### config.mk
export PLATFORM = sky130hd
export DESIGN_NAME = dual_result_framer
export DESIGN_NICKNAME = d
export VERILOG_FILES = /design/src/rtl/framer_pkg.sv /design/src/rtl/pin_edge_tracker.sv /design/src/rtl/frame_sequencer.sv /design/src/rtl/frame_lane.sv /design/src/rtl/dual_result_framer.sv
export SDC_FILE = /design/constraint.sdc
export NUM_CORES = 1
export LEC_CHECK = 0
export BUFFER_PORTS_ARGS = -buffer_cell sky130_fd_sc_hd__buf_2
export CAP_MARGIN = 20
export CORE_MARGIN = 4
export CORE_UTILIZATION = 40
export DETAILED_ROUTE_END_ITERATION = 8
export PLACE_DENSITY = 0.57
export SETUP_SLACK_MARGIN = 0.2
export SYNTH_ARGS = -nofsm -noshare
export SYNTH_HDL_FRONTEND = slang
export SYNTH_SLANG_ARGS = --single-unit
### constraint.sdc
create_clock -name clk -period 2.86 [get_ports clk]
set_input_delay 0.286 -clock clk [delete_from_list [all_inputs] [get_ports clk]]
set_output_delay 0.286 -clock clk [all_outputs]
set_load 0.02 [all_outputs]
### src/rtl/framer_pkg.sv
package framer_pkg;
  localparam int unsigned STATUS_W = 3;

  // Coding applied to a straight-binary result.
  typedef enum logic {
    CODE_BINARY = 1'b0,
    CODE_TWOS   = 1'b1
  } coding_e;
endpackage

### src/rtl/pin_edge_tracker.sv
module pin_edge_tracker #(
  parameter logic IDLE_LEVEL = 1'b1
) (
  input  logic clk,
  input  logic rst_n,
  input  logic pin,
  output logic fell,
  output logic rose
);
  logic pin_q;

  always_ff @(posedge clk or negedge rst_n) begin
    if (!rst_n) pin_q <= IDLE_LEVEL;
    else        pin_q <= pin;
  end

  assign fell = pin_q & ~pin;
  assign rose = ~pin_q & pin;
endmodule

### src/rtl/frame_sequencer.sv
module frame_sequencer #(
  parameter int unsigned WORD_BITS   = 16,
  parameter int unsigned SWITCH_EDGE = 8,
  localparam int unsigned FRAME_BITS = 2 * WORD_BITS,
  localparam int unsigned IDX_W      = $clog2(FRAME_BITS + 1)
) (
  input  logic             clk,
  input  logic             rst_n,
  input  logic             cs_n,
  input  logic             cs_fell,
  input  logic             sclk_fell,
  input  logic             chan_sel,
  input  logic             range_sel,
  output logic             active,
  output logic             load,
  output logic [IDX_W-1:0] load_idx,
  output logic             load_chan,
  output logic             load_coding,
  output logic             conv_chan,
  output logic             conv_range
);
  import framer_pkg::*;

  logic [IDX_W-1:0] idx_q;
  logic [IDX_W-1:0] idx_nxt;
  coding_e          coding_q;
  logic             flip_now;

  assign idx_nxt  = (idx_q == IDX_W'(FRAME_BITS)) ? idx_q : idx_q + 1'b1;
  assign flip_now = active && sclk_fell &&
                    (idx_nxt == IDX_W'(SWITCH_EDGE)) && (range_sel != conv_range);

  always_ff @(posedge clk or negedge rst_n) begin
    if (!rst_n) begin
      active     <= 1'b0;
      idx_q      <= '0;
      coding_q   <= CODE_BINARY;
      conv_chan  <= 1'b0;
      conv_range <= 1'b0;
    end else if (cs_fell) begin
      active     <= 1'b1;
      idx_q      <= '0;
      conv_chan  <= chan_sel;
      conv_range <= range_sel;
      coding_q   <= coding_e'(range_sel);
    end else if (cs_n) begin
      active <= 1'b0;
      idx_q  <= '0;
    end else if (active && sclk_fell) begin
      idx_q <= idx_nxt;
      if (flip_now) coding_q <= coding_e'(~coding_q);
    end
  end

  // Bit driven in this cycle: index 0 at the select fall, else the next index.
  assign load        = cs_fell || (active && sclk_fell && !cs_n);
  assign load_idx    = cs_fell ? '0 : idx_nxt;
  assign load_chan   = cs_fell ? chan_sel : conv_chan;
  assign load_coding = cs_fell ? range_sel : logic'(coding_q);
endmodule

### src/rtl/frame_lane.sv
module frame_lane #(
  parameter int unsigned DATA_W = 12,
  parameter logic        OWN_ID = 1'b0,
  localparam int unsigned WORD_BITS  = 1 + framer_pkg::STATUS_W + DATA_W,
  localparam int unsigned FRAME_BITS = 2 * WORD_BITS,
  localparam int unsigned IDX_W      = $clog2(FRAME_BITS + 1)
) (
  input  logic              clk,
  input  logic              rst_n,
  input  logic              clear,
  input  logic              load,
  input  logic [IDX_W-1:0]  load_idx,
  input  logic              load_chan,
  input  logic              load_coding,
  input  logic [DATA_W-1:0] own_res,
  input  logic [DATA_W-1:0] other_res,
  output logic              dout
);
  logic              second;
  logic [IDX_W-1:0]  pos;
  logic [DATA_W-1:0] word_res;
  logic [DATA_W-1:0] coded;
  logic              bit_val;

  always_comb begin
    second   = (load_idx >= IDX_W'(WORD_BITS));
    pos      = second ? load_idx - IDX_W'(WORD_BITS) : load_idx;
    word_res = second ? other_res : own_res;
    coded    = word_res ^ {load_coding, {(DATA_W-1){1'b0}}};
    bit_val  = 1'b0;
    if (load_idx >= IDX_W'(FRAME_BITS)) bit_val = 1'b0;
    else if (pos == IDX_W'(1))          bit_val = OWN_ID ^ second;
    else if (pos == IDX_W'(2))          bit_val = load_chan;
    else if (pos == IDX_W'(3))          bit_val = load_coding;
    else if (pos >= IDX_W'(4))          bit_val = coded[IDX_W'(WORD_BITS - 1) - pos];
  end

  always_ff @(posedge clk or negedge rst_n) begin
    if (!rst_n)    dout <= 1'b0;
    else if (load) dout <= bit_val;
    else if (clear) dout <= 1'b0;
  end
endmodule

### src/rtl/dual_result_framer.sv
module dual_result_framer #(
  parameter int unsigned DATA_W      = 12,
  parameter int unsigned SWITCH_EDGE = 8
) (
  input  logic              clk,
  input  logic              rst_n,
  input  logic              sclk,
  input  logic              cs_n,
  input  logic              chan_sel,
  input  logic              range_sel,
  input  logic              res_valid,
  output logic              res_ready,
  input  logic [DATA_W-1:0] res_a,
  input  logic [DATA_W-1:0] res_b,
  output logic              dout_a,
  output logic              dout_b,
  output logic              dout_oe,
  output logic              conv_chan,
  output logic              conv_range
);
  localparam int unsigned WORD_BITS  = 1 + framer_pkg::STATUS_W + DATA_W;
  localparam int unsigned FRAME_BITS = 2 * WORD_BITS;
  localparam int unsigned IDX_W      = $clog2(FRAME_BITS + 1);
  localparam int unsigned LANES      = 2;

  logic             sclk_fell, sclk_rose, cs_fell, cs_rose;
  logic             active, load, load_chan, load_coding;
  logic [IDX_W-1:0] load_idx;
  logic [DATA_W-1:0] hold [LANES];
  logic [LANES-1:0] lane_out;

  pin_edge_tracker #(.IDLE_LEVEL(1'b1)) u_sclk_edge (
    .clk(clk), .rst_n(rst_n), .pin(sclk), .fell(sclk_fell), .rose(sclk_rose)
  );
  pin_edge_tracker #(.IDLE_LEVEL(1'b1)) u_cs_edge (
    .clk(clk), .rst_n(rst_n), .pin(cs_n), .fell(cs_fell), .rose(cs_rose)
  );

  frame_sequencer #(.WORD_BITS(WORD_BITS), .SWITCH_EDGE(SWITCH_EDGE)) u_seq (
    .clk(clk), .rst_n(rst_n), .cs_n(cs_n), .cs_fell(cs_fell), .sclk_fell(sclk_fell),
    .chan_sel(chan_sel), .range_sel(range_sel), .active(active), .load(load),
    .load_idx(load_idx), .load_chan(load_chan), .load_coding(load_coding),
    .conv_chan(conv_chan), .conv_range(conv_range)
  );

  // Result intake: open only between frames.
  assign res_ready = cs_n & ~active;

  always_ff @(posedge clk or negedge rst_n) begin
    if (!rst_n) begin
      hold[0] <= '0;
      hold[1] <= '0;
    end else if (res_valid && res_ready) begin
      hold[0] <= res_a;
      hold[1] <= res_b;
    end
  end

  for (genvar g = 0; g < LANES; g++) begin : g_lane
    frame_lane #(.DATA_W(DATA_W), .OWN_ID(g[0])) u_lane (
      .clk(clk), .rst_n(rst_n), .clear(~active | cs_rose), .load(load),
      .load_idx(load_idx), .load_chan(load_chan), .load_coding(load_coding),
      .own_res(hold[g]), .other_res(hold[LANES-1-g]), .dout(lane_out[g])
    );
  end

  assign dout_a  = lane_out[0];
  assign dout_b  = lane_out[1];
  assign dout_oe = active;

  logic unused_edges;
  assign unused_edges = sclk_rose;
endmodule

==> results of run 1 <==
## metrics by stage
step                area (um2)  utilization (%)  setup slack (ps)  hold WS (ps)  instances
detailed placement        2700             45.8               192           410        360
CTS                       2790             47.3               217          87.2        368
global route              2820             48.0               155          91.6        368
global placement          2700             45.8               231           406        360
floorplan                 2410                -               510         -9.59        250
finish                    2820             48.0               265          93.8        368
## cell families (layout without fill, tap and decap cells)
family | after synthesis | count (layout)
AO/OA/AOI/OAI | 71 | 71
adder cells (fa/ha/maj) | 2 | 2
XOR/XNOR | 7 | 7
AND/OR/NAND/NOR | 84 | 84
buffers and inverters | 19 | 62
multiplexers | 29 | 29
flip-flops | 38 | 38
## layout by cell type (no fill, tap or decap), types with 3 or more instances in the layout
cell / synthesis / final
nand2b_1: 3 / 3
a2111oi_0: 3 / 3
a31oi_1: 8 / 8
xor2_1: 3 / 3
mux2_2: 25 / 25
o31ai_1: 3 / 3
dfrtp_1: 36 / 35
a211oi_1: 3 / 3
inv_1: 5 / 5
buf_2: 5 / 36
nor2_1: 17 / 17
nor2b_1: 4 / 4
nand2_1: 18 / 17
nor3_1: 12 / 12
xnor2_1: 4 / 4
o21ai_0: 14 / 14
nand3_1: 8 / 8
mux2i_1: 4 / 4
clkbuf_8: 0 / 6
buf_4: 2 / 13
a21oi_1: 13 / 13
## what timing repair did
| action | in CTS | in global routing |
|---|---|---|
| pin swaps | 1 | 1 |
| setup endpoints to repair | 1 | 2 |
| gates resized for setup | 0 | 8 |
## layer usage
layer  vias up  share of wire [%]
met5         -                  0
met3        17                6.7
met1      1031                 45
met4         0                2.3
met2        92                 45
li1       1026                  -
## sequential cells by signal (all words and copies together), names as in the netlist
| register | count |
|---|---|
| hold | 24 |
| u_seq.idx_q | 6 |
| g_lane.u_lane.dout | 2 |
| u_cs_edge.pin_q | 1 |
| u_sclk_edge.pin_q | 1 |
| u_seq.active | 1 |
| u_seq.coding_q | 1 |
| u_seq.conv_chan | 1 |
| u_seq.conv_range | 1 |
## cell type report
cell class | instances | area [um2]
fillers | 587 | 3060
multi-input cells | 193 | 1390
flip-flops and latches | 38 | 955
repair buffers | 49 | 278
well taps | 75 | 93.8
clock buffers | 7 | 86.3
inverters | 5 | 18.8
clock inverters | 1 | 5.00
## worst max-delay path by stage
stage                             to  slack (ps)  depth (start not counted)
2_1_floorplan  g_lane[0].u_lane.dout         510                         10
3_3_place_gp   g_lane[1].u_lane.dout         230                          8
3_5_place_dp   g_lane[1].u_lane.dout         190                         10
4_1_cts        g_lane[0].u_lane.dout         220                         10
5_1_grt        g_lane[1].u_lane.dout         150                          9
6_report       g_lane[1].u_lane.dout         270                         10
## report_power, final
group / internal, mW / switching [mW] / total, mW
clock: 0.195 / 0.199 / 0.393
combinational: 0.125 / 0.115 / 0.241
sequential: 0.613 / 0.0604 / 0.673
## cell usage after synthesis (4+ instances only)
library cell / instances
nor2_1: 17
buf_2: 5
xnor2_1: 4
nand2_1: 18
dfrtp_1: 36
inv_1: 5
nor2b_1: 4
a31oi_1: 8
o21ai_0: 14
nand3_1: 8
nor3_1: 12
clkbuf_1: 4
mux2i_1: 4
mux2_2: 25
a21oi_1: 13
==> run metrics, run 1 <==
outcome=finished, final reports clean; period utilization=90.7%; fin crit period=2590 ps; R2R setup slack=approximately 270 ps; Root Driver=clkbuf_8; Mapped Area=between 2000 and 2500 um2; initial core utilization=between 40 and 50%; share of cells above drive strength 1=between 30 and 40%; worst path bufs/invs=2; Post-Synth XOR/XNOR Area=under 10%; Clock Latency Late Sink=300 ps; synth warn=0; setup bufs post-CTS=0; Synth Instances=250; grt total ovfl=0; relative slew slack=40.3%; Max-Cap Viols=0; crit path from=u_seq.idx_q[0]; Setup-failing EPs final=0; clock sink count=38; gr usage total=17.8%; IO Pins=37; Peak Freq=0.385 GHz; worst hold path type=in2reg; #FFs+latches synth=38; WHS Endpoint=u_sclk_edge.pin_q; Clock Skew=around 5.7 ps; Hold Path Stages=1; vias=2,166; routed len/inst=~17 um; Die Y=85.7 um; worst r2r src=u_seq.idx_q[0]; DRC viols=0; sequence of cells on the critical path=inv_1, ha_1, nand4bb_1, nor3_4, nor2_2, buf_4, a32o_1, a2111oi_0, a32oi_1, a31oi_1; CTS Hold Bufs=0; largest net degree at the start of global routing=39; CP Class=reg2reg; ANT cells=0; vias per cell=slightly below 6; largest area contributor in the netlist=dfrtp_1; syn_nets=approximately 280; CTS Buffer Depth=2; GP Congestion=between 0.9 and 1; CTS H-tree lvls=2; CTS tree=yes; Slowest-stage cell, CP=a2111oi_0; Crit Path Max Fanout=6; first-pass GRT wire length=~10,000 um; largest family of logic cells by synthesized area=compound AO/OA/AOI/OAI gates; PortBufs=36; met3 Use GR=3.17%; Post-DRT Antenna Nets=0; Pre-antenna DRT Iters=5; CTS buffer count=5; area of the core=between 5000 and 6000 um2; multiplexer area fraction after synthesis=a little over an eighth; initial antenna violation count=0; simple-gate share of the synthesized area=between 10% and 20%; RSZ-0062 raised after global routing=yes; peak supply drop=approximately 0.00029 V; hold_sp=sclk; Post-Synth Adder-Cell Area=roughly 1.0%; Crit Reg-Reg Endpoint=g_lane[1].u_lane.dout; Final Max Slew Viols=0; GRT met1 Usage=around 25%; leakage dissipation=around 1.2 nW; busiest grt layer=met2; largest delay contributor family on the critical path=compound AO/OA/AOI/OAI gates; first-iteration detailed-routing DRC count=between 150 and 200; WL final=about 6300 um; Pwr Density=463 nW/um2; Seq/Total Area, Yosys=approximately 40%; Synth area leaders=dfrtp_1, mux2_2, o21ai_0; final setup TNS=0 ps; asr flop ratio synth=100%; nets@finish=~330; die area=roughly 7300 um2; Area Growth Syn to Fin=17.0%; CP peak stage delay=440 ps; Rows=28; DPL Wire Length=between 4000 and 5000 um; Die Width=85.7 um; arrival time at the worst endpoint=2810 ps; Req. time, crit path=3080 ps; Worst Tran Pin Value=~900 ps; critical path endpoint category=register; area share of the largest cell type after synthesis=37.3%; most used flip-flop cell after synthesis=dfrtp_1; clock-pin slew on the worst setup and hold paths=80 ps; vias in the first global route=roughly 2,000; Avg Cell Area, Syn=between 9 and 10 um2; Setup crit start kind=register; Distinct cells, synth=60; FF-to-FF path depth=10; Tot Pwr=approximately 1.3 mW; Synth Area in Compound Gates=20.3%; EDFF count, synth=0; final hold viol count=0; met2 usage=between 20% and 30%
No activity file was read; power rests on OpenSTA's default activity.
==> run 2, diff against run 1 <==
==> constraint.sdc (replaced) <==
create_clock -name clk -period 2.8 [get_ports clk]
set_input_delay 0.28 -clock clk [delete_from_list [all_inputs] [get_ports clk]]
set_output_delay 0.28 -clock clk [all_outputs]
set_load 0.01 [all_outputs]
==> run 2 against run 1 <==
  * Design area is 4.3% higher
  * Via count is 0.46% higher
  * Clock power is 20% higher
==> run metrics, run 2 (same netlist as run 1, synthesis figures left out) <==
Req. time, crit path=3000 ps (was 3080 ps); max FFs per register=24 (unchanged); WL final=6260 um (about the same); Post-DRT Antenna Nets=0 (unchanged); nets@finish=333 (was 325); worst r2r src=u_seq.idx_q[0] (unchanged); worst hold path type=in2async (was in2reg); arrival time at the worst endpoint=2730 ps (was 2810 ps); DP Area=2690 um2 (was 2700 um2); routed len/inst=16.7 um (was 17.0 um); initial core utilization=41.0% (unchanged); Die Y=85.7 um (unchanged); final setup TNS=0 ps (unchanged); fill count=561 (was 587); period utilization=90.2% (was 90.7%); Largest regs=hold (24), u_seq.idx_q (6), g_lane.u_lane.dout (2) (unchanged); Clock Skew=7.00 ps (was 5.70 ps); area of the core=5890 um2 (unchanged); Clock Latency Late Sink=290 ps (was 300 ps); FF-to-FF path depth=10 (unchanged); CTS buffer count=5 (unchanged); GP Congestion=0.877 (was 0.918); Crit Path Max Fanout=6 (unchanged); post-route insts no fill=375 (was 368); most frequent cells in the layout=buf_2, dfrtp_1, mux2_2, buf_4, nand2_1 (was buf_2, dfrtp_1, mux2_2, nand2_1, nor2_1); CP Class=reg2reg (unchanged); ANT cells=0 (unchanged); Max-Cap Viols=0 (unchanged); vias=2,176 (was 2,166); clock sink count=38 (unchanged); Rows=28 (unchanged); DPL Wire Length=4460 um (was 4520 um); CTS H-tree lvls=2 (unchanged); initial antenna violation count=0 (unchanged); fin area=2950 um2 (was 2820 um2); IO Pins=37 (unchanged); area of the multi-input gates=1430 um2 (was 1390 um2); relative slew slack=43.2% (was 40.3%); Register Area=956 um2 (was 955 um2); CTS tree=yes (unchanged); Worst Tran Pin Value=852 ps (was 896 ps); Root Driver=clkbuf_8 (unchanged); CTS Hold Bufs=0 (unchanged); share of cells above drive strength 1=38.7% (was 34.1%); Crit Reg-Reg Endpoint=g_lane[1].u_lane.dout (unchanged); final setup margin=275 ps (was 265 ps); grt total ovfl=0 (unchanged); die area=7340 um2 (unchanged); fin crit period=2520 ps (was 2590 ps); clock-pin slew on the worst setup and hold paths=80 ps (about the same); final hold viol count=0 (unchanged); R2R setup slack=280 ps (was 270 ps); dpl ws=188 ps (was 192 ps); Peak Freq=0.396 GHz (was 0.385 GHz); Cells after DPL=359 (was 360); Pre-antenna DRT Iters=4 (was 5); DRC viols=0 (unchanged); Setup crit start kind=register (unchanged); Die Width=85.7 um (unchanged); vias in the first global route=2,092 (was 1,991); gr usage total=17.5% (was 17.8%); RSZ-0062 raised after global routing=yes (unchanged); most common cell after layout, fill and taps aside=buf_2 (unchanged); Final Max Slew Viols=0 (unchanged); vias per cell=5.80 (was 5.89); first-pass GRT wire length=10,200 um (was 10,300 um); Setup-failing EPs final=0 (unchanged); Pwr Density=478 nW/um2 (was 463 nW/um2); PortBufs=36 (unchanged); most flop-heavy register=hold (unchanged); CTS Buffer Depth=2 (unchanged); outcome=finished, final reports clean (unchanged); Area Growth Syn to Fin=22.0% (was 17.0%); leakage dissipation=1.20 nW (was 1.16 nW); critical path endpoint category=register (unchanged); largest net degree at the start of global routing=39 (unchanged); peak supply drop=0.000314 V (was 0.000295 V); first-iteration detailed-routing DRC count=204 (was 185)
## run 2: through the flow
step | total power, mW | hold WS, ps | util (%)
3_3_place_gp | 0.933 | 403 | 45.7
3_5_place_dp | 0.935 | 407 | 45.7
5_1_grt | 1.49 | 93.0 | 50.0
2_1_floorplan | 0.841 | -15.6 | -
6_report | 1.41 | 98.7 | 50.0
4_1_cts | 1.42 | 95.3 | 47.6
## run 2: worst max-delay path, cell delays in order, from the launching register on
cell	delay (ps)
dfrtp_1	430
inv_2	80
ha_2	190
nor4bb_4	190
buf_4	170
a21oi_4	80
or4_4	560
buf_4	160
o31ai_2	260
a31oi_1	70
a31oi_1	210
## run 2: worst max-delay path by stage
stage                        start                    end  cells past startpoint
floorplan           u_seq.idx_q[0]  g_lane[0].u_lane.dout                     10
global placement    u_seq.idx_q[1]  g_lane[1].u_lane.dout                      8
detailed placement  u_seq.idx_q[1]  g_lane[1].u_lane.dout                      8
CTS                 u_seq.idx_q[1]  g_lane[1].u_lane.dout                     10
global route        u_seq.idx_q[0]  g_lane[0].u_lane.dout                     10
finish              u_seq.idx_q[0]  g_lane[1].u_lane.dout                     10
## run 2: cell type report
cell class,instances,area share [%]
flip-flops and latches,38,32.5
well taps,75,3.19
inverters,5,0.637
repair buffers,57,11.5
clock buffers,6,2.80
multi-input cells,193,48.4
clock inverters,1,1.02
## run 2: timing repair
item,in CTS,in global routing
pin swaps,0,5
buffers inserted,0,9
endpoints found under the hold margin,0,0
resized for setup,1,19
setup endpoints to repair,1,2
## run 2: power breakdown
part | internal (mW) | switching, mW
combinational | 0.132 | 0.114
clock | 0.285 | 0.188
sequential | 0.626 | 0.0642
## run 2: metal layers
| layer | global-route usage, % | share of wire (%) | wire length (um) |
|---|---|---|---|
| met4 | 7.19 | 1.9 | 122 |
| met3 | 3.55 | 5.3 | 329 |
| met2 | 26.7 | 47 | 2920 |
| met5 | 0 | 0 | 0 |
| met1 | 24.3 | 46 | 2890 |
==> run 3, diff against run 2 <==
- ABC_AREA: default -> 1
==> run 3 against run 2 <==
  * Final cell count rose by 6.1%
  * Critical path depth grew 9
  * Count of clock-buffer cells in the layout is 1 higher
  * Highest routed layer unchanged
==> run metrics, run 3 <==
hold_sp=sclk; Cells after DPL=390 (was 359); dpl ws=462 ps (was 188 ps); peak supply drop=0.000257 V (was 0.000314 V); die area=7080 um2 (was 7340 um2); most used flip-flop cell after synthesis=dfrtp_1 (unchanged); clock-pin slew on the worst setup and hold paths=80 ps (about the same); clock sink count=38 (unchanged); ANT cells=0 (unchanged); arrival time at the worst endpoint=2510 ps (was 2730 ps); CTS Buffer Depth=2 (unchanged); Die Width=84.1 um (was 85.7 um); Post-Synth XOR/XNOR Area=1.51% (was 2.54%); most frequent cells in the layout=nand2_1, nand3_1, dfrtp_1, buf_2, mux2_2 (was buf_2, dfrtp_1, mux2_2, buf_4, nand2_1); asr flop ratio synth=100% (unchanged); Clock Latency Late Sink=290 ps (about the same); CP Class=reg2reg (unchanged); multiplexer area fraction after synthesis=9.71% (was 13.3%); Root Driver=clkbuf_8 (unchanged); WHS Endpoint=u_sclk_edge.pin_q; area share of the largest cell type after synthesis=38.9% (was 37.3%); Die Y=84.1 um (was 85.7 um); setup bufs post-CTS=0 (unchanged); fill count=580 (was 561); synth warn=0 (unchanged); Peak Freq=0.432 GHz (was 0.396 GHz); Req. time, crit path=2990 ps (was 3000 ps); EDFF count, synth=0 (unchanged); first-iteration detailed-routing DRC count=66 (was 204); CTS tree=yes (unchanged); share of cells above drive strength 1=25.5% (was 38.7%); DPL Wire Length=3870 um (was 4460 um); Rows=27 (was 28); CTS buffer count=5 (unchanged); Pre-antenna DRT Iters=4 (unchanged); final setup TNS=0 ps (unchanged); Post-Synth Adder-Cell Area=1.08% (was 1.04%); Setup crit start kind=register (unchanged); sequence of cells on the critical path=inv_1, ha_1, nand4_1, nand3_1, inv_1, nor2_2, nand3_1, nand2_1, nor2_1, nand2_1, nand2_1, nand2_1, nand3_1, nand2_1, nand2_1, nand2_1, nand2_1, nand2_1, nand2_1 (was inv_2, ha_2, nor4bb_4, buf_4, a21oi_4, or4_4, buf_4, o31ai_2, a31oi_1, a31oi_1); gr usage total=15.2% (was 17.5%); fin util=47.6% (was 50.0%); initial antenna violation count=0 (unchanged); area of the core=5570 um2 (was 5890 um2); largest family of logic cells by synthesized area=simple AND/OR/NAND/NOR gates (was compound AO/OA/AOI/OAI gates); Synth area leaders=dfrtp_1, nand2_1, mux2_2 (was dfrtp_1, mux2_2, o21ai_0); RSZ-0062 raised after global routing=no (was yes); relative slew slack=42.3% (was 43.2%); Final Max Slew Viols=0 (unchanged); final hold viol count=0 (unchanged); Max-Cap Viols=0 (unchanged); vias per cell=5.01 (was 5.80); worst hold path type=in2reg (was in2async); Crit Reg-Reg Endpoint=g_lane[0].u_lane.dout (was g_lane[1].u_lane.dout); largest net degree at the start of global routing=39 (unchanged); Worst Tran Pin Value=865 ps (was 852 ps); #FFs+latches synth=38 (unchanged); Crit Path Max Fanout=6 (unchanged); Synth Area in Compound Gates=6.75% (was 20.3%); Mapped Area=2320 um2 (was 2410 um2); outcome=finished, final reports clean (unchanged); grt total ovfl=0 (unchanged); Seq/Total Area, Yosys=41.1% (was 39.5%); Largest regs=hold (24), u_seq.idx_q (6), g_lane.u_lane.dout (2) (unchanged); Setup-failing EPs final=0 (unchanged); Post-DRT Antenna Nets=0 (unchanged); DP Area=2530 um2 (was 2690 um2); Hold Path Stages=1; Clock Skew=9.57 ps (was 7.00 ps); final setup margin=486 ps (was 275 ps); PortBufs=36 (unchanged); GP Congestion=0.827 (was 0.877); Area Growth Syn to Fin=14.5% (was 22.0%); initial core utilization=41.6% (was 41.0%); vias in the first global route=1,941 (was 2,092); worst r2r src=u_seq.idx_q[0] (unchanged); post-route insts no fill=398 (was 375); routed len/inst=13.1 um (was 16.7 um); CP peak stage delay=420 ps (was 560 ps); Synth Instances=288 (was 250); largest area contributor in the netlist=dfrtp_1 (unchanged); vias=1,993 (was 2,176); nets@finish=358 (was 333); Avg Cell Area, Syn=8.05 um2 (was 9.65 um2); fin area=2650 um2 (was 2950 um2); most common cell in the netlist=nand2_1 (was dfrtp_1); syn_nets=321 (was 283); FF-to-FF path depth=19 (was 10); leakage dissipation=1.28 nW (was 1.20 nW); WL final=5220 um (was 6260 um); Distinct cells, synth=33 (was 60); Pwr Density=527 nW/um2 (was 478 nW/um2); simple-gate share of the synthesized area=33.8% (was 18.8%); first-pass GRT wire length=8810 um (was 10,200 um); Slowest-stage cell, CP=dfrtp_1 (was or4_4); most common library cells after synthesis=nand2_1, nand3_1, dfrtp_1 (was dfrtp_1, mux2_2, nand2_1); most flop-heavy register=hold (unchanged); CP dominant cell by count=nand2_1; critical path endpoint category=register (unchanged); IO Pins=37 (unchanged); fin crit period=2310 ps (was 2520 ps); DRC viols=0 (unchanged); most common cell after layout, fill and taps aside=nand2_1 (was buf_2); period utilization=82.7% (was 90.2%); CTS H-tree lvls=2 (unchanged); max FFs per register=24 (unchanged); R2R setup slack=490 ps (was 280 ps)
-- run 3: cell families (layout without fill, tap and decap cells) --
group | count (synthesis) | in the layout
mux | 20 | 20
flops | 38 | 38
simple gates | 171 | 171
buf+inv | 28 | 66
compound gates | 25 | 25
xor+xnor | 4 | 4
fa+ha+maj | 2 | 2
-- run 3: what timing repair did --
item | in CTS | in global routing
gates resized for setup | 0 | 2
hold buffers | 0 | 0
setup endpoints to repair | 0 | 2
-- run 3: critical path: cells and delay by family, from the launching register on --
family                     cells  cell delay, ps
and+or+nand+nor               16            1420
buffers and inverters          2             190
adders and majority gates      1             180
DFF                            1             420
-- run 3: through the flow --
step	power, mW	hold WS, ps
after floorplan	0.861	-15.6
after global placement	0.943	397
after detailed placement	0.953	404
after CTS	1.41	91.5
after global routing	1.48	89.7
final	1.40	92.4
-- run 3: worst max-delay path by stage --
stage / cells past startpoint / end / slack [ps] / start
finish: 19 / g_lane[0].u_lane.dout / 490 / u_seq.idx_q[0]
detailed placement: 17 / g_lane[1].u_lane.dout / 460 / u_seq.idx_q[0]
global placement: 17 / g_lane[1].u_lane.dout / 480 / u_seq.idx_q[0]
floorplan: 17 / g_lane[1].u_lane.dout / 760 / u_seq.idx_q[0]
global route: 19 / g_lane[0].u_lane.dout / 220 / u_seq.idx_q[0]
CTS: 17 / g_lane[1].u_lane.dout / 440 / u_seq.idx_q[0]
-- run 3: power by group --
part / total (mW) / internal [mW] / switching [mW]
logic: 0.246 / 0.122 / 0.124
registers: 0.692 / 0.631 / 0.0610
clock network: 0.461 / 0.267 / 0.194
total: 1.40 / 1.02 / 0.379
-- run 3: final cells by class --
type	count	area [um2]	area share (%)
Clock buffer	7	76.3	2.88
Clock inverter	1	30.0	1.13
Inverter	21	78.8	2.97
Multi-Input combinational cell	222	1240	46.6
Sequential cell	38	953	35.9
Tap cell	72	90.1	3.39
Timing Repair Buffer	37	188	7.07
-- run 3: per-layer routing --
metal,GRT usage [%],wire length [um],part of all wire (%)
met4,3.95,72,1.4
met3,3.43,209,4.0
met1,19.4,2480,48
met5,0,0,0
met2,26.0,2450,47
